===== src/rtl/rlc_pkg.sv =====
package rlc_pkg;
   typedef enum logic [2:0] {
      ST_IDLE,
      ST_WREQ,
      ST_RCMD,
      ST_COUNT,
      ST_LOCKED,
      ST_FAILED
   } rlc_state_t;
endpackage


===== src/rtl/rlc_seq.sv =====
module rlc_seq #(
   parameter int MAX_LAT = 15,
   parameter int CNT_W   = 4
) (
   input  logic             clk,
   input  logic             rst_n,
   input  logic             start_i,
   input  logic             wr_ack_i,
   input  logic             match_i,
   output logic             wr_req_o,
   output logic             rd_req_o,
   output logic             done_o,
   output logic             err_o,
   output logic [CNT_W-1:0] lat_o
);
   import rlc_pkg::*;

   rlc_state_t       st_q;
   logic [CNT_W-1:0] cnt_q;
   logic [CNT_W-1:0] lat_q;

   always_ff @(posedge clk or negedge rst_n) begin
      if (!rst_n) begin
         st_q  <= ST_IDLE;
         cnt_q <= '0;
         lat_q <= '0;
      end else begin
         case (st_q)
            ST_IDLE:  if (start_i) st_q <= ST_WREQ;
            ST_WREQ:  if (wr_ack_i) st_q <= ST_RCMD;
            ST_RCMD: begin
               st_q  <= ST_COUNT;
               cnt_q <= CNT_W'(1);
            end
            ST_COUNT: begin
               if (match_i) begin
                  lat_q <= cnt_q;
                  st_q  <= ST_LOCKED;
               end else if (cnt_q == CNT_W'(MAX_LAT)) begin
                  st_q <= ST_FAILED;
               end else begin
                  cnt_q <= cnt_q + CNT_W'(1);
               end
            end
            ST_LOCKED: st_q <= ST_LOCKED;
            ST_FAILED: st_q <= ST_FAILED;
            default:   st_q <= ST_IDLE;
         endcase
      end
   end

   assign wr_req_o = (st_q == ST_WREQ);
   assign rd_req_o = (st_q == ST_RCMD);
   assign done_o   = (st_q == ST_LOCKED);
   assign err_o    = (st_q == ST_FAILED);
   assign lat_o    = lat_q;

   p_wr_hold_r2: assert property (@(posedge clk) disable iff (!rst_n)
      (wr_req_o && !wr_ack_i) |=> wr_req_o);
   p_rd_pulse_r3: assert property (@(posedge clk) disable iff (!rst_n)
      rd_req_o |=> !rd_req_o);
   p_lat_range_r4: assert property (@(posedge clk) disable iff (!rst_n)
      done_o |-> (lat_o >= CNT_W'(1) && lat_o <= CNT_W'(MAX_LAT)));
   p_excl_r6: assert property (@(posedge clk) disable iff (!rst_n)
      !(done_o && err_o));
   p_done_hold_r8: assert property (@(posedge clk) disable iff (!rst_n)
      done_o |=> (done_o && $stable(lat_o)));
   p_err_hold_r8: assert property (@(posedge clk) disable iff (!rst_n)
      err_o |=> (err_o && !wr_req_o));
endmodule


===== src/rtl/rlc_match.sv =====
module rlc_match #(
   parameter int              DATA_W      = 8,
   parameter bit              NIBBLE_ONLY = 1'b0,
   parameter logic [DATA_W-1:0] PATTERN   = 'hA5
) (
   input  logic [DATA_W-1:0] rise_i,
   input  logic [DATA_W-1:0] fall_i,
   output logic              match_o
);
   localparam logic [DATA_W-1:0] PAT_INV = ~PATTERN;

   generate
      if (NIBBLE_ONLY) begin : g_nib
         assign match_o = (rise_i[3:0] == PATTERN[3:0]) &&
                          (fall_i[3:0] == PAT_INV[3:0]);
      end else begin : g_full
         assign match_o = (rise_i == PATTERN) && (fall_i == PAT_INV);
      end
   endgenerate
endmodule


===== src/rtl/rlc_taps.sv =====
module rlc_taps #(
   parameter int DEPTH = 15,
   parameter int CNT_W = 4
) (
   input  logic             clk,
   input  logic             rst_n,
   input  logic             en_i,
   input  logic [CNT_W-1:0] sel_i,
   input  logic             din_i,
   output logic             dout_o
);
   logic [DEPTH-1:0] sr_q;
   logic             tap;

   generate
      if (DEPTH == 1) begin : g_one
         always_ff @(posedge clk or negedge rst_n) begin
            if (!rst_n) sr_q <= '0;
            else        sr_q <= din_i;
         end
      end else begin : g_many
         always_ff @(posedge clk or negedge rst_n) begin
            if (!rst_n) sr_q <= '0;
            else        sr_q <= {sr_q[DEPTH-2:0], din_i};
         end
      end
   endgenerate

   always_comb begin
      tap = 1'b0;
      for (int i = 0; i < DEPTH; i++) begin
         if (sel_i == CNT_W'(i + 1)) tap = sr_q[i];
      end
   end

   assign dout_o = en_i & tap;
endmodule


===== src/rtl/rden_lat_cal.sv =====
module rden_lat_cal #(
   parameter int                DATA_W      = 8,
   parameter int                MAX_LAT     = 15,
   parameter bit                NIBBLE_ONLY = 1'b0,
   parameter logic [DATA_W-1:0] PATTERN     = 'hA5,
   localparam int               CNT_W       = $clog2(MAX_LAT + 1)
) (
   input  logic              clk,
   input  logic              rst_n,
   input  logic              cal_start,
   input  logic              cal_wr_ack,
   output logic              cal_wr_req,
   output logic              cal_rd_req,
   output logic [DATA_W-1:0] wr_pat_rise,
   output logic [DATA_W-1:0] wr_pat_fall,
   input  logic [DATA_W-1:0] rd_rise,
   input  logic [DATA_W-1:0] rd_fall,
   input  logic              ctrl_rden,
   output logic              rden_dly,
   output logic              cal_done,
   output logic              cal_err,
   output logic [CNT_W-1:0]  cal_lat
);
   generate
      if (MAX_LAT < 1) begin : g_bad_lat
         $error("rden_lat_cal: MAX_LAT must be at least 1");
      end
      if (DATA_W < 1 || (NIBBLE_ONLY && DATA_W < 4)) begin : g_bad_w
         $error("rden_lat_cal: DATA_W too small for the chosen compare width");
      end
   endgenerate

   logic match;

   assign wr_pat_rise = PATTERN;
   assign wr_pat_fall = ~PATTERN;

   rlc_match #(
      .DATA_W(DATA_W), .NIBBLE_ONLY(NIBBLE_ONLY), .PATTERN(PATTERN)
   ) u_match (
      .rise_i(rd_rise), .fall_i(rd_fall), .match_o(match)
   );

   rlc_seq #(.MAX_LAT(MAX_LAT), .CNT_W(CNT_W)) u_seq (
      .clk(clk), .rst_n(rst_n), .start_i(cal_start), .wr_ack_i(cal_wr_ack),
      .match_i(match), .wr_req_o(cal_wr_req), .rd_req_o(cal_rd_req),
      .done_o(cal_done), .err_o(cal_err), .lat_o(cal_lat)
   );

   rlc_taps #(.DEPTH(MAX_LAT), .CNT_W(CNT_W)) u_taps (
      .clk(clk), .rst_n(rst_n), .en_i(cal_done), .sel_i(cal_lat),
      .din_i(ctrl_rden), .dout_o(rden_dly)
   );

   p_idle_quiet_r7: assert property (@(posedge clk) disable iff (!rst_n)
      (!cal_done && !$past(cal_done)) |-> !rden_dly);
endmodule


===== config.mk =====
export PLATFORM = sky130hd
export DESIGN_NAME = rden_lat_cal
export DESIGN_NICKNAME = d
export VERILOG_FILES = /design/src/rtl/rlc_pkg.sv /design/src/rtl/rlc_seq.sv /design/src/rtl/rlc_match.sv /design/src/rtl/rlc_taps.sv /design/src/rtl/rden_lat_cal.sv
export SDC_FILE = /design/constraint.sdc
export NUM_CORES = 1
export LEC_CHECK = 0
export BUFFER_PORTS_ARGS = -buffer_cell sky130_fd_sc_hd__buf_2
export CAP_MARGIN = 20
export CORE_ASPECT_RATIO = 0.8
export CORE_MARGIN = 3
export CORE_UTILIZATION = 41
export CTS_CLUSTER_DIAMETER = 200
export DETAILED_ROUTE_END_ITERATION = 6
export GPL_TIMING_DRIVEN = 0
export PLACE_DENSITY = 0.68
export SLEW_MARGIN = 20
export SYNTH_ARGS = -nofsm -noshare
export SYNTH_HDL_FRONTEND = slang
export SYNTH_HIERARCHICAL = 1
export SYNTH_SLANG_ARGS = --single-unit

===== constraint.sdc =====
create_clock -name clk -period 1.84 [get_ports clk]
set_input_delay 0.092 -clock clk [delete_from_list [all_inputs] [get_ports clk]]
set_output_delay 0.092 -clock clk [all_outputs]
set_load 0.005 [all_outputs]

# After elaboration in Yosys (flattened, before gate mapping)
# Index checks and enable logic that the tools add are counted.
[totals] ff_bits=26 inputBits=21 word_cells=63
[op_classes] addsub=1 eq_ne=28 n_mux=23 n_bitwise=1 reduce_logical=6
[op_table] op="4-bit == test, second input constant" count=9
[op_table] op="3-bit one-hot mux with 6 select lines" count=1
[op_table] op="4-bit by 3-bit == test with 1-bit output, second input constant" count=4
[op_table] op="1-bit 2-to-1 mux" count=15
[op_table] op="3-bit 2-to-1 mux" count=4
[op_table] op="4-bit by 2-bit == test with 1-bit output, second input constant" count=2
[op_table] op="8-bit by 7-bit == test with 1-bit output, second input constant" count=1
[op_table] op="8-bit == test, second input constant" count=1
[op_table] op="4-bit 2-to-1 mux" count=2
[op_table] op="2-bit != test, second input constant" count=4
[op_table] op="4-bit one-hot mux with 2 select lines" count=1
[op_table] op="3-bit by 2-bit == test with 1-bit output, second input constant" count=2
[op_table] op="3-bit == test, second input constant" count=2
[op_table] op="3-bit AND reduction" count=2
[op_table] op="4-bit by 1-bit adder with 4-bit output, second input constant" count=1
[op_table] op="4-bit by 1-bit == test with 1-bit output, second input constant" count=1
[op_table] op="3-bit by 1-bit == test with 1-bit output, second input constant" count=1
[op_table] op="3-bit logical NOT" count=1
[op_table] op="3-bit by 2-bit != test with 1-bit output, second input constant" count=1
[op_table] op="2-bit AND reduction" count=1
[op_table] op="2-bit nonzero test" count=1
[op_table] op="1-bit AND" count=1
[op_table] op="1-bit logical AND" count=1

# Longest topological paths before layout
# Gate-level depths: netlist of run 1.
[logic_depth] word_depth=17 ltp_mapped=5 mapped_depth_nobuf=5

# Cells and area by module
# The synthesis of run 1 kept the hierarchy.
[by_module_without_submodules] module="rlc_seq" instances=1 cells_per_inst=54 area_each_um2=600.6 seq_area_each_um2=275.3
[by_module_without_submodules] module="rlc_taps" instances=1 cells_per_inst=30 area_each_um2=518.0 seq_area_each_um2=375.4
[by_module_without_submodules] module="rden_lat_cal" instances=1 cells_per_inst=18 area_each_um2=127.6 seq_area_each_um2=0.0
[by_module_without_submodules] module="rlc_match" instances=1 cells_per_inst=5 area_each_um2=58.8 seq_area_each_um2=0.0

# Worst setup path after synthesis of run 1
# OpenSTA, ideal clock, no wires.
[synth_timing] path_type="reg-to-output" startpoint="register u_seq.lat_q[0] (netlist: u_seq/lat_o[0])" endpoint="output port rden_dly" arrival_time_ns=1.292 required_time_ns=1.748 path_slack_ns=0.456 stages_incl_launch_ff=5 cell_sequence="dfrtp_1 buf_6 mux4_2 a211oi_1 a311oi_1"
[synth_between] elab_chain_len=17 elab_cells_between_ends=31 cone_classes="eq/ne (15); mux (15); bitwise (1)"
[synth_lines] item="start: declaration" line_no="rlc_seq.sv:20" text="logic [CNT_W-1:0] lat_q;"
[synth_lines] item="start signal: assignment" line_no="rlc_seq.sv:37" text="lat_q <= cnt_q;"
[synth_lines] item="4-bit by 1-bit == test with 1-bit output" line_no="rlc_taps.sv:32" text="if (sel_i == CNT_W'(i + 1)) tap = sr_q[i];"
[synth_lines] item="1-bit 2-to-1 mux (14 in series)" line_no="rlc_taps.sv:32"
[synth_lines] item="1-bit 2-to-1 mux (*)" line_no="rlc_taps.sv:32"
[synth_lines] item="1-bit AND (*)" line_no="rlc_taps.sv:36" text="assign dout_o = en_i & tap;"
[synth_lines] item="end: declaration" line_no="rden_lat_cal.sv:19" text="output logic rden_dly,"
# Mark *: on every way between the ends. The rest lies on a longest branch, timed or not.

# Final worst setup path of run 1
# Ends and elaborated chain as after synthesis.

==> metrics.log, run 1 <==
[metrics] status: complete, no violations
[metrics] global-route wire length before repair: about 4.3 mm
[metrics] via count: ~920
[metrics] floorplan die area: 0.003900 mm2
[metrics] warnings from Yosys: 6
[metrics] Slew @ Worst Pin: between 500 and 600 ps
[metrics] r2r startpoint: u_seq/cnt_q[0]$_DFFE_PN0P_
[metrics] part of the Yosys area used for sequential elements: 0.4986
[metrics] leakage power figure: approximately 0.85 nW
[metrics] Core Region: approximately 0.0029 mm2
[metrics] Post-Layout Cell Count: slightly below 200
[metrics] count of nets after finishing: 180
[metrics] per-instance average area after synthesis: roughly 12 um2
[metrics] nature of the critical path startpoint: register
[metrics] total standard cell area after synthesis: approximately 0.0013 mm2
[metrics] Final Setup Violations: 0
[metrics] Routability Congestion: 0.7819
[metrics] setup slack, reg-to-reg: around 310 ps
[metrics] Critical Path AT: 1710 ps
[metrics] number of unique standard cell types used by synthesis: 38
[metrics] peak supply drop: ~400 uV
[metrics] number of cells on the worst reg-to-reg path: 4
[metrics] Routed WL: ~2.5 mm
[metrics] largest net degree at the start of global routing: 27
[metrics] Detailed Route Iter0 Violations: 39
[metrics] post-DR vias/cell: about 4.7
[metrics] headroom to the max-slew limit: 0.6301
[metrics] source-to-sink clock delay at the later pin of the worst-skew pair: around 260 ps
[metrics] die width: between 60 and 70 um
[metrics] Logic pwr share: 0.299
[metrics] Top-Level Pins: between 40 and 50
[metrics] H-tree levels: 1
[metrics] highest clock rate: between 500 and 600 MHz
[metrics] number of routed nets with antenna violations: 0
[metrics] number of buffers inserted during clock tree synthesis: 3
[metrics] Hold Worst Slack: between 90 and 100 ps
[metrics] critical path type: register to output port
[metrics] setup repair after global routing missed its margin: yes
[metrics] internal power: between 1 and 1.5 mW
[metrics] switching power share of the total: 0.3032
[metrics] most common library cell in the layout ignoring fill and taps: sky130_fd_sc_hd__buf_2
[metrics] antenna fix cells: 0
[metrics] MaxCap Viol Count: 0
[metrics] net switching power of the design: 0.5262 mW
[metrics] total of flip-flops plus latches after synthesis: 26
[metrics] final routed DRC violation total: 0
[metrics] Post-Synthesis Cells: 107
[metrics] CTS Root Buffer Type: sky130_fd_sc_hd__clkbuf_8
[metrics] post-CTS clock slew at the launch and capture registers of the worst setup and hold paths: approximately 80 ps
[metrics] gr usage total: 0.1387
[metrics] utilization after layout: 0.5735
[metrics] antenna violations before repair: 0
[metrics] total power per unit cell area: 1046 mW/mm2
[metrics] Crit. Startpoint: u_seq/lat_o[0]$_DFFE_PN0P_
[metrics] Worst Path Max Fanout: 7
[metrics] final period utilization: 0.9797
[metrics] clock tree from TritonCTS: yes
[metrics] fin. max-slew vios: 0
[metrics] most frequently used flop master after synthesis: sky130_fd_sc_hd__dfrtp_1
[metrics] area overhead of the layout relative to synthesis: 27.13%
[metrics] number of enable-type register cells in the synthesized netlist: 0
[metrics] leftover overflow at the end of global routing: 0
[metrics] layout cell share with drive strength beyond 1: 0.4268
[metrics] final critical delay including setup and external delays: about 1800 ps
[metrics] FFs w/ async S/R, synth: 1.000
[metrics] routed wirelength normalized by instance count: 13.07 um
[metrics] DPL Wire Length: 1.960 mm
[metrics] worst hold-check path type: input port to register
[metrics] placed insts: 188
[metrics] buffers added on ports: 29
[metrics] worst setup skew after layout: 0.9267 ps
[metrics] sum of internal, switching and leakage power: roughly 1.7 mW
[metrics] PnR worst setup slack: ~37 ps
[metrics] sequential share of power: 0.436
[metrics] Critical Path End Type: output port
[metrics] capturing point of the worst reg2reg path: u_seq/cnt_q[0]$_DFFE_PN0P_
[metrics] CTS Sinks: 26
[metrics] worst slack, placed: between 200 and 250 ps
[metrics] Clock Power Share: 0.265
[metrics] Die Ht: about 56 um
[metrics] required time at the worst-slack endpoint: between 1500 and 2000 ps
[metrics] via count of the first global-routing pass: 909
[metrics] commonest cells after routing, fill and taps aside: sky130_fd_sc_hd__buf_2, sky130_fd_sc_hd__dfrtp_1, sky130_fd_sc_hd__buf_4, sky130_fd_sc_hd__conb_1, sky130_fd_sc_hd__nand2_1
[metrics] iteration count of the initial detailed-routing pass: 4
[metrics] number of hold violations in the final report: 0
[metrics] number of cell rows: 17
[metrics] Longest Clk Path Bufs: 2
[metrics] starting utilization of the core area: 0.4511
[metrics] critical path capture point: rden_dly
-- through the flow --
stage / area [um2] / setup TNS, ps
2_1_floorplan: 1358 / 0
6_report: 1659 / 0
5_1_grt: 1659 / -78.07
3_3_place_gp: 1550 / 0
4_1_cts: 1654 / 0
3_5_place_dp: 1550 / 0
-- critical path: stages (launching register included) --
cell                       delay [ps]
sky130_fd_sc_hd__dfrtp_1          370
sky130_fd_sc_hd__buf_6            140
sky130_fd_sc_hd__mux4_2           500
sky130_fd_sc_hd__a211oi_2         210
sky130_fd_sc_hd__a311oi_1          70
sky130_fd_sc_hd__buf_2            140
-- power groups by stage --
stage | clock network [mW] | logic [mW] | registers (mW)
floorplan | 0 | 0.399 | 0.737
global placement | 0 | 0.490 | 0.759
detailed placement | 0 | 0.514 | 0.764
CTS | 0.471 | 0.519 | 0.754
global route | 0.509 | 0.584 | 0.769
finish | 0.460 | 0.518 | 0.757
-- what timing repair did --
action | in CTS | in global routing
setup buffers | 1 | 0
pin swaps | 1 | 0
resized for setup | 1 | 2
setup endpoints to repair | 1 | 1
hold buffers | 2 | 0
endpoints found under the hold margin | 27 | 0
-- state kept, by name, indices dropped and copies added, names as in the netlist --
register / count
u_seq/cnt_q: 4
u_seq/lat_o: 4
u_seq/st_q: 3
u_taps/sr_q: 15
-- routing by layer --
layer | part of all wire | up-vias | wire (um) | track usage
met5 | 0 | - | 0 | 0
li1 | - | 461 | - | -
met1 | 0.42 | 425 | 1066 | 0.1697
met3 | 0.075 | 4 | 192 | 0.04651
met4 | 0.0078 | 0 | 20 | 0.03064
met2 | 0.50 | 33 | 1270 | 0.2378
-- area by class of cell --
cell class	instances	area [um2]
multi-input combinational	70	539.3
tap	38	47.55
fill	263	1234
inverter	5	18.77
sequential	26	650.6
clock buffer	3	41.29
buffer	20	158.9
clock inverter	1	30.03
timing repair buffer	32	172.7
-- cell families after synthesis --
family                     after synthesis  synth area share
other                                    2          0.005755
muxes                                    8           0.09972
and+or+nand+nor                         26            0.1448
buffers and inverters                   25            0.1361
AOI/OAI and AO/OA                       19            0.1055
adders and majority gates                1          0.009586
DFF                                     26            0.4986
-- how the worst min path moves through the flow --
stage / slack [ps] / from / depth (start not counted) / endpoint
floorplan: -200 / rst_n / 0 / u_seq/cnt_q[0]$_DFFE_PN0P_
global placement: 110 / rst_n / 1 / u_taps/sr_q[12]$_DFF_PN0_
detailed placement: 120 / rst_n / 1 / u_taps/sr_q[12]$_DFF_PN0_
CTS: 90 / cal_wr_ack / 3 / u_seq/st_q[1]$_DFFE_PN0P_
global route: 100 / cal_wr_ack / 3 / u_seq/st_q[1]$_DFFE_PN0P_
finish: 100 / cal_wr_ack / 3 / u_seq/st_q[1]$_DFFE_PN0P_
-- Yosys cell counts (all sizes together) (2+ instances only) --
library cell | n | area share
inv | 5 | 0.014
buf | 20 | 0.12
nor3 | 3 | 0.012
a31oi | 2 | 0.0096
dfrtp | 26 | 0.50
nand2 | 5 | 0.014
conb | 2 | 0.0058
nand4 | 3 | 0.014
a211oi | 3 | 0.017
and4bb | 4 | 0.038
nor2 | 3 | 0.0086
o21ai | 2 | 0.0077
mux4 | 2 | 0.037
a21oi | 3 | 0.012
mux2 | 5 | 0.055
nand2b | 2 | 0.0096
Power figures use the tool's default switching activity.
==> inputs of run 2 (changes only) <==
--- a/config.mk
+++ b/config.mk
@@ -7,13 +7,12 @@
 export LEC_CHECK = 0
 export BUFFER_PORTS_ARGS = -buffer_cell sky130_fd_sc_hd__buf_2
 export CAP_MARGIN = 20
-export CORE_ASPECT_RATIO = 0.8
 export CORE_MARGIN = 3
-export CORE_UTILIZATION = 41
+export CORE_UTILIZATION = 49
 export CTS_CLUSTER_DIAMETER = 200
 export DETAILED_ROUTE_END_ITERATION = 6
 export GPL_TIMING_DRIVEN = 0
-export PLACE_DENSITY = 0.68
+export PLACE_DENSITY = 0.79
 export SLEW_MARGIN = 20
 export SYNTH_ARGS = -nofsm -noshare
 export SYNTH_HDL_FRONTEND = slang
==> metrics.log, run 2 (synthesized netlist as in run 1, its figures left out) <==
[metrics] status: complete, but fails checks
[metrics] violated checks: setup timing
[metrics] clock tree from TritonCTS: yes
[metrics] Critical Path End Type: output port
[metrics] utilization after layout: 0.6446
[metrics] count of nets after finishing: 180
[metrics] Die Ht: 57.61 um
[metrics] critical path type: register to output port
[metrics] CTS Sinks: 26
[metrics] final critical delay including setup and external delays: 1886 ps
[metrics] largest registers: u_taps/sr_q: 15 flops, u_seq/cnt_q: 4 flops, u_seq/lat_o: 4 flops
[metrics] number of routed nets with antenna violations: 0
[metrics] PnR worst setup slack: -45.69 ps
[metrics] iteration count of the initial detailed-routing pass: 4
[metrics] H-tree levels: 1
[metrics] cells along the critical path: buf_6 -> mux4_2 -> a211oi_2 -> a311oi_1 -> buf_2
[metrics] largest net degree at the start of global routing: 27
[metrics] source-to-sink clock delay at the later pin of the worst-skew pair: ~320 ps
[metrics] worst setup skew after layout: approximately 7.6 ps
[metrics] gr usage total: 0.1539
[metrics] Slew @ Worst Pin: 557.4 ps
[metrics] area overhead of the layout relative to synthesis: 23.49%
[metrics] peak supply drop: between 700 and 800 uV
[metrics] routed wirelength normalized by instance count: 12.79 um
[metrics] headroom to the max-slew limit: 0.6284
[metrics] Routed WL: approximately 2.4 mm
[metrics] worst hold-check path type: input port to register
[metrics] via count: 957
[metrics] via count of the first global-routing pass: between 800 and 900
[metrics] worst slack, placed: 240.1 ps
[metrics] fin. max-slew vios: 0
[metrics] final routed DRC violation total: 0
[metrics] leftover overflow at the end of global routing: 0
[metrics] starting utilization of the core area: 0.5220
[metrics] total power per unit cell area: 962.0 mW/mm2
[metrics] Largest register FFs: 15
[metrics] Top-Level Pins: 46
[metrics] commonest cells after routing, fill and taps aside: sky130_fd_sc_hd__buf_2, sky130_fd_sc_hd__dfrtp_1, sky130_fd_sc_hd__buf_4, sky130_fd_sc_hd__conb_1, sky130_fd_sc_hd__nand2_1
[metrics] Final Setup Violations: 1
[metrics] final period utilization: 1.025
[metrics] nature of the critical path startpoint: register
[metrics] Routability Congestion: around 0.74
[metrics] floorplan die area: between 0.003 and 0.004 mm2
[metrics] Detailed Route Iter0 Violations: 19
[metrics] layout cell share with drive strength beyond 1: 0.4268
[metrics] Critical Path AT: approximately 1800 ps
[metrics] number of hold violations in the final report: 0
[metrics] die width: ~58 um
[metrics] Hold Worst Slack: roughly 46 ps
[metrics] most common library cell in the layout ignoring fill and taps: sky130_fd_sc_hd__buf_2
[metrics] CTS Root Buffer Type: sky130_fd_sc_hd__clkbuf_4
[metrics] post-DR vias/cell: slightly above 5
[metrics] antenna violations before repair: 0
[metrics] register with the most flip-flops: u_taps/sr_q
[metrics] highest clock rate: 530.3 MHz
[metrics] number of buffers inserted during clock tree synthesis: 3
[metrics] antenna fix cells: 0
[metrics] buffers added on ports: 29
[metrics] required time at the worst-slack endpoint: 1750 ps
[metrics] post-CTS clock slew at the launch and capture registers of the worst setup and hold paths: 140 ps
[metrics] MaxCap Viol Count: 0
[metrics] Longest Clk Path Bufs: 2
[metrics] Critical Path Slowest Stage Cell: sky130_fd_sc_hd__mux4_2
[metrics] Worst Path Max Fanout: 6
[metrics] DPL Wire Length: approximately 1.8 mm
[metrics] leakage power figure: slightly above 0.8 nW
[metrics] number of cell rows: 18
[metrics] Core Region: 0.002500 mm2
[metrics] global-route wire length before repair: 3.912 mm
[metrics] maximum single-stage delay on the critical path: 510 ps
[metrics] setup repair after global routing missed its margin: yes
-- run 2: changes by cell type in the layout (fill, tap and decap cells not counted), sizes merged --
cell / delta
clkbuf: +1
bufinv: -1
-- run 2: where the power goes --
group	internal, mW	switching (mW)
Sequential	0.659	0.0984
Combinational	0.259	0.253
Clock	0.121	0.160
Total	1.04	0.511
-- run 2: critical path, delay by kind of cell (launching register included) --
family | cells | cell delay (ps)
muxes | 1 | 510
AOI/OAI and AO/OA | 2 | 280
buffers and inverters | 2 | 290
DFF | 1 | 410
-- run 2: layout make-up --
cell class	count	area (um2)
plain buffers	20	158.9
clock buffers	4	36.28
fillers	208	888.4
inverters	5	18.77
multi-input cells	70	536.8
flip-flops and latches	26	650.6
well taps	30	37.54
repair buffers	32	172.7
-- run 2: final timing paths --
kind	slack (ps)	depth (start not counted)	from	to
setup / recovery	-50	5	u_seq/lat_o[0]$_DFFE_PN0P_	rden_dly
hold / removal	50	3	cal_wr_ack	u_seq/st_q[1]$_DFFE_PN0P_
setup reg to reg	330	4	u_seq/cnt_q[0]$_DFFE_PN0P_	u_seq/st_q[1]$_DFFE_PN0P_
hold reg to reg	390	0	u_taps/sr_q[9]$_DFF_PN0_	u_taps/sr_q[10]$_DFF_PN0_
max in group asynchronous	1190	2	rst_n	u_taps/sr_q[10]$_DFF_PN0_
min in group asynchronous	280	2	rst_n	u_seq/st_q[2]$_DFFE_PN0P_
-- run 2: stage by stage --
| stage | instance area [um2] | power, mW | cells | TNS (ps) |
|---|---|---|---|---|
| floorplan | 1358 | 1.137 | 121 | 0 |
| global placement | 1540 | 1.242 | 180 | 0 |
| detailed placement | 1540 | 1.265 | 180 | 0 |
| CTS | 1609 | 1.548 | 187 | -51.68 |
| global route | 1612 | 1.659 | 187 | -150.5 |
| finish | 1612 | 1.550 | 187 | -45.69 |
-- run 2: repair_timing --
| item | CTS | global route |
|---|---|---|
| endpoints found under the setup margin | 1 | 1 |
| pin swaps | 2 | 0 |
| resized for setup | 1 | 2 |
| gates cloned | 0 | 0 |
| setup buffers | 1 | 0 |
| hold endpoints to repair | 27 | 0 |
| hold buffers | 2 | 0 |
-- run 2: routing by layer --
metal | GRT usage | share of wire | vias up
met5 | 0 | 0 | -
met4 | 0.02980 | 0.0033 | 0
met3 | 0.05430 | 0.089 | 2
met2 | 0.2661 | 0.49 | 39
met1 | 0.1858 | 0.41 | 458
li1 | - | - | 458
==> inputs of run 3 (changes only) <==
--- a/config.mk
+++ b/config.mk
@@ -5,10 +5,11 @@
 export SDC_FILE = /design/constraint.sdc
 export NUM_CORES = 1
 export LEC_CHECK = 0
+export ABC_AREA = 1
 export BUFFER_PORTS_ARGS = -buffer_cell sky130_fd_sc_hd__buf_2
 export CAP_MARGIN = 20
 export CORE_MARGIN = 3
-export CORE_UTILIZATION = 49
+export CORE_UTILIZATION = 50
 export CTS_CLUSTER_DIAMETER = 200
 export DETAILED_ROUTE_END_ITERATION = 6
 export GPL_TIMING_DRIVEN = 0
==> metrics.log, run 3 <==
[metrics] layout cell share with drive strength beyond 1: 0.3171
[metrics] leakage power figure: 1.043 nW
[metrics] cell accounting for the most synthesized area: sky130_fd_sc_hd__dfrtp_1
[metrics] Die Ht: 59.37 um
[metrics] required time at the worst-slack endpoint: 1750 ps
[metrics] setup slack, reg-to-reg: about 580 ps
[metrics] final routed DRC violation total: 0
[metrics] Worst Path Max Fanout: 5
[metrics] Routability Congestion: 0.8368
[metrics] worst slack, placed: approximately 330 ps
[metrics] number of routed nets with antenna violations: 0
[metrics] highest clock rate: ~550 MHz
[metrics] leftover overflow at the end of global routing: 0
[metrics] Critical Path Slowest Stage Cell: sky130_fd_sc_hd__dfrtp_1
[metrics] post-CTS clock slew at the launch and capture registers of the worst setup and hold paths: 130 ps
[metrics] number of unique standard cell types used by synthesis: 25
[metrics] iteration count of the initial detailed-routing pass: 4
[metrics] maximum single-stage delay on the critical path: between 400 and 500 ps
[metrics] CTS Root Buffer Type: sky130_fd_sc_hd__clkbuf_4
[metrics] via count of the first global-routing pass: 1123
[metrics] CTS Sinks: 26
[metrics] final period utilization: 0.9941
[metrics] Non-Filler Cell Area, Final: ~0.0019 mm2
[metrics] antenna violations before repair: 0
[metrics] source-to-sink clock delay at the later pin of the worst-skew pair: around 320 ps
[metrics] setup repair after global routing missed its margin: yes
[metrics] Largest register FFs: 15
[metrics] number of cell rows: 18
[metrics] largest registers: u_taps/sr_q: 15 flops, u_seq/cnt_q: 4 flops, u_seq/lat_o: 4 flops
[metrics] fin. max-slew vios: 0
[metrics] cells along the critical path: buf_6 -> nand3_2 -> nand2_2 -> nor2_2 -> nor2_1 -> nand2_1 -> nand2_1 -> nand2_1 -> nand4_1 -> nor2_1 -> nor2_1 -> buf_2
[metrics] per-instance average area after synthesis: about 7.7 um2
[metrics] Critical Path AT: around 1700 ps
[metrics] Detailed Route Iter0 Violations: 42
[metrics] Core Region: 0.002590 mm2
[metrics] post-DR vias/cell: between 4 and 5
[metrics] total standard cell area after synthesis: 0.001424 mm2
[metrics] capturing point of the worst reg2reg path: u_seq/st_q[0]$_DFFE_PN0P_
[metrics] critical path capture point: rden_dly
[metrics] Routed WL: ~2.9 mm
[metrics] area overhead of the layout relative to synthesis: 30.05%
[metrics] WP buf/inv: 2
[metrics] nature of the critical path startpoint: register
[metrics] most frequent cell after synthesis: sky130_fd_sc_hd__nand2_1
[metrics] most frequently used flop master after synthesis: sky130_fd_sc_hd__dfrtp_1
[metrics] part of the Yosys area used for sequential elements: 0.4569
[metrics] Crit. Startpoint: u_seq/lat_o[1]$_DFFE_PN0P_
[metrics] PnR worst setup slack: 10.92 ps
[metrics] worst hold-check path type: input port to register
[metrics] buffers added on ports: 29
[metrics] H-tree levels: 1
[metrics] worst setup skew after layout: roughly 7.0 ps
[metrics] area post-placement: between 0.0015 and 0.002 mm2
[metrics] Hold Worst Slack: approximately 150 ps
[metrics] global-route wire length before repair: around 4.7 mm
[metrics] headroom to the max-slew limit: 0.6342
[metrics] Hold Path Cell Cnt: 5
[metrics] Final Setup Violations: 0
[metrics] startpoint of the most critical hold path: cal_start
[metrics] number of cells on the worst reg-to-reg path: 5
[metrics] die width: just under 60 um
[metrics] Critical Path End Type: output port
[metrics] total of flip-flops plus latches after synthesis: 26
[metrics] FFs w/ async S/R, synth: 1.000
[metrics] Longest Clk Path Bufs: 2
[metrics] number of enable-type register cells in the synthesized netlist: 0
[metrics] routed wirelength normalized by instance count: around 10 um
[metrics] floorplan die area: 0.003524 mm2
[metrics] peak supply drop: 725.1 uV
[metrics] DPL Wire Length: ~2 mm
[metrics] status: complete, no violations
[metrics] Worst path depth: 12
[metrics] gr usage total: 0.1743
[metrics] largest net degree at the start of global routing: 27
[metrics] critical path type: register to output port
[metrics] number of hold violations in the final report: 0
[metrics] register with the most flip-flops: u_taps/sr_q
[metrics] MaxCap Viol Count: 0
[metrics] Post-synth top cells: sky130_fd_sc_hd__nand2_1, sky130_fd_sc_hd__dfrtp_1, sky130_fd_sc_hd__inv_1
[metrics] number of buffers inserted during clock tree synthesis: 3
[metrics] Slew @ Worst Pin: roughly 550 ps
[metrics] commonest cells after routing, fill and taps aside: sky130_fd_sc_hd__nand2_1, sky130_fd_sc_hd__buf_2, sky130_fd_sc_hd__dfrtp_1, sky130_fd_sc_hd__buf_4, sky130_fd_sc_hd__inv_1
[metrics] clock tree from TritonCTS: yes
[metrics] final critical delay including setup and external delays: 1829 ps
[metrics] most common library cell in the layout ignoring fill and taps: sky130_fd_sc_hd__nand2_1
[metrics] count of nets after finishing: about 270
[metrics] total power per unit cell area: roughly 570 mW/mm2
[metrics] starting utilization of the core area: 0.5498
[metrics] synth top area cells: sky130_fd_sc_hd__dfrtp_1, sky130_fd_sc_hd__nand2_1, sky130_fd_sc_hd__buf_4
[metrics] via count: 1272
[metrics] Top-Level Pins: between 40 and 50
[metrics] CP top delay family: simple AND/OR/NAND/NOR gates
[metrics] antenna fix cells: 0
[metrics] Post-Synthesis Cells: between 150 and 200
[metrics] r2r startpoint: u_seq/cnt_q[1]$_DFFE_PN0P_
[metrics] warnings from Yosys: 6
[metrics] final-layout fill cell count: approximately 210
[metrics] portion of synthesized cell area occupied by the leading cell type: 0.4569
-- run 3: worst min-delay path by stage --
stage                                             to
after floorplan           u_seq/cnt_q[0]$_DFFE_PN0P_
after global placement     u_seq/st_q[0]$_DFFE_PN0P_
after detailed placement   u_seq/st_q[2]$_DFFE_PN0P_
after CTS                  u_seq/st_q[1]$_DFFE_PN0P_
after global routing       u_seq/st_q[1]$_DFFE_PN0P_
final                      u_seq/st_q[1]$_DFFE_PN0P_
-- run 3: area by class of cell --
class | instances | area (um2) | area share
sequential | 26 | 650.6 | 0.3514
clock buffer | 3 | 22.52 | 0.01216
tap | 30 | 37.54 | 0.02027
clock inverter | 1 | 30.03 | 0.01622
inverter | 27 | 111.4 | 0.06014
buffer | 18 | 142.6 | 0.07703
multi-input combinational | 129 | 608.1 | 0.3284
timing repair buffer | 42 | 249.0 | 0.1345
-- run 3: per-stage QoR --
stage / power (mW) / setup TNS, ps / cells / utilization
after floorplan: 0.6483 / 0 / 200 / -
after global placement: 0.6813 / 0 / 259 / 0.6406
after detailed placement: 0.6826 / 0 / 259 / 0.6406
after CTS: 1.072 / 0 / 272 / 0.6932
after global routing: 1.107 / -147.3 / 276 / 0.7150
final: 1.059 / 0 / 276 / 0.7150
-- run 3: cell families after synthesis --
group	synth area share
flip-flops	0.4569
AND/OR/NAND/NOR	0.3199
buffers and inverters	0.1722
adder cells (fa/ha/maj)	0.008786
AO/OA/AOI/OAI	0.03691
other	0.005274
-- run 3: per-layer routing --
| layer | global-route usage | up-vias | part of all wire |
|---|---|---|---|
| li1 | - | 670 | - |
| met5 | 0 | - | 0 |
| met1 | 0.2395 | 561 | 0.45 |
| met4 | 0.03883 | 0 | 0.0088 |
| met3 | 0.04575 | 4 | 0.071 |
| met2 | 0.2761 | 37 | 0.47 |
-- run 3: what timing repair did --
| action | 4_1_cts | 5_1_grt |
|---|---|---|
| hold endpoints to repair | 27 | 0 |
| pin swaps | 3 | 13 |
| buffers inserted | 7 | 3 |
| cloned | 0 | 1 |
| hold buffers | 2 | 0 |
| gates resized for setup | 3 | 8 |
| setup endpoints to repair | 1 | 1 |
-- run 3: tightest hold or removal path: stages --
cell and delay (ps):
sky130_fd_sc_hd__buf_2 80, sky130_fd_sc_hd__nor2_1 30, sky130_fd_sc_hd__nand3_1 80, sky130_fd_sc_hd__nand4_1 110, sky130_fd_sc_hd__nand2_1 70
-- run 3: where the power goes --
part           switching, mW  leakage (nW)  total, mW  internal (mW)
Combinational         0.0357         0.692     0.0800         0.0443
Sequential           0.00927         0.323      0.597          0.588
Clock                  0.161        0.0279      0.382          0.220
Total                  0.206          1.04       1.06          0.853
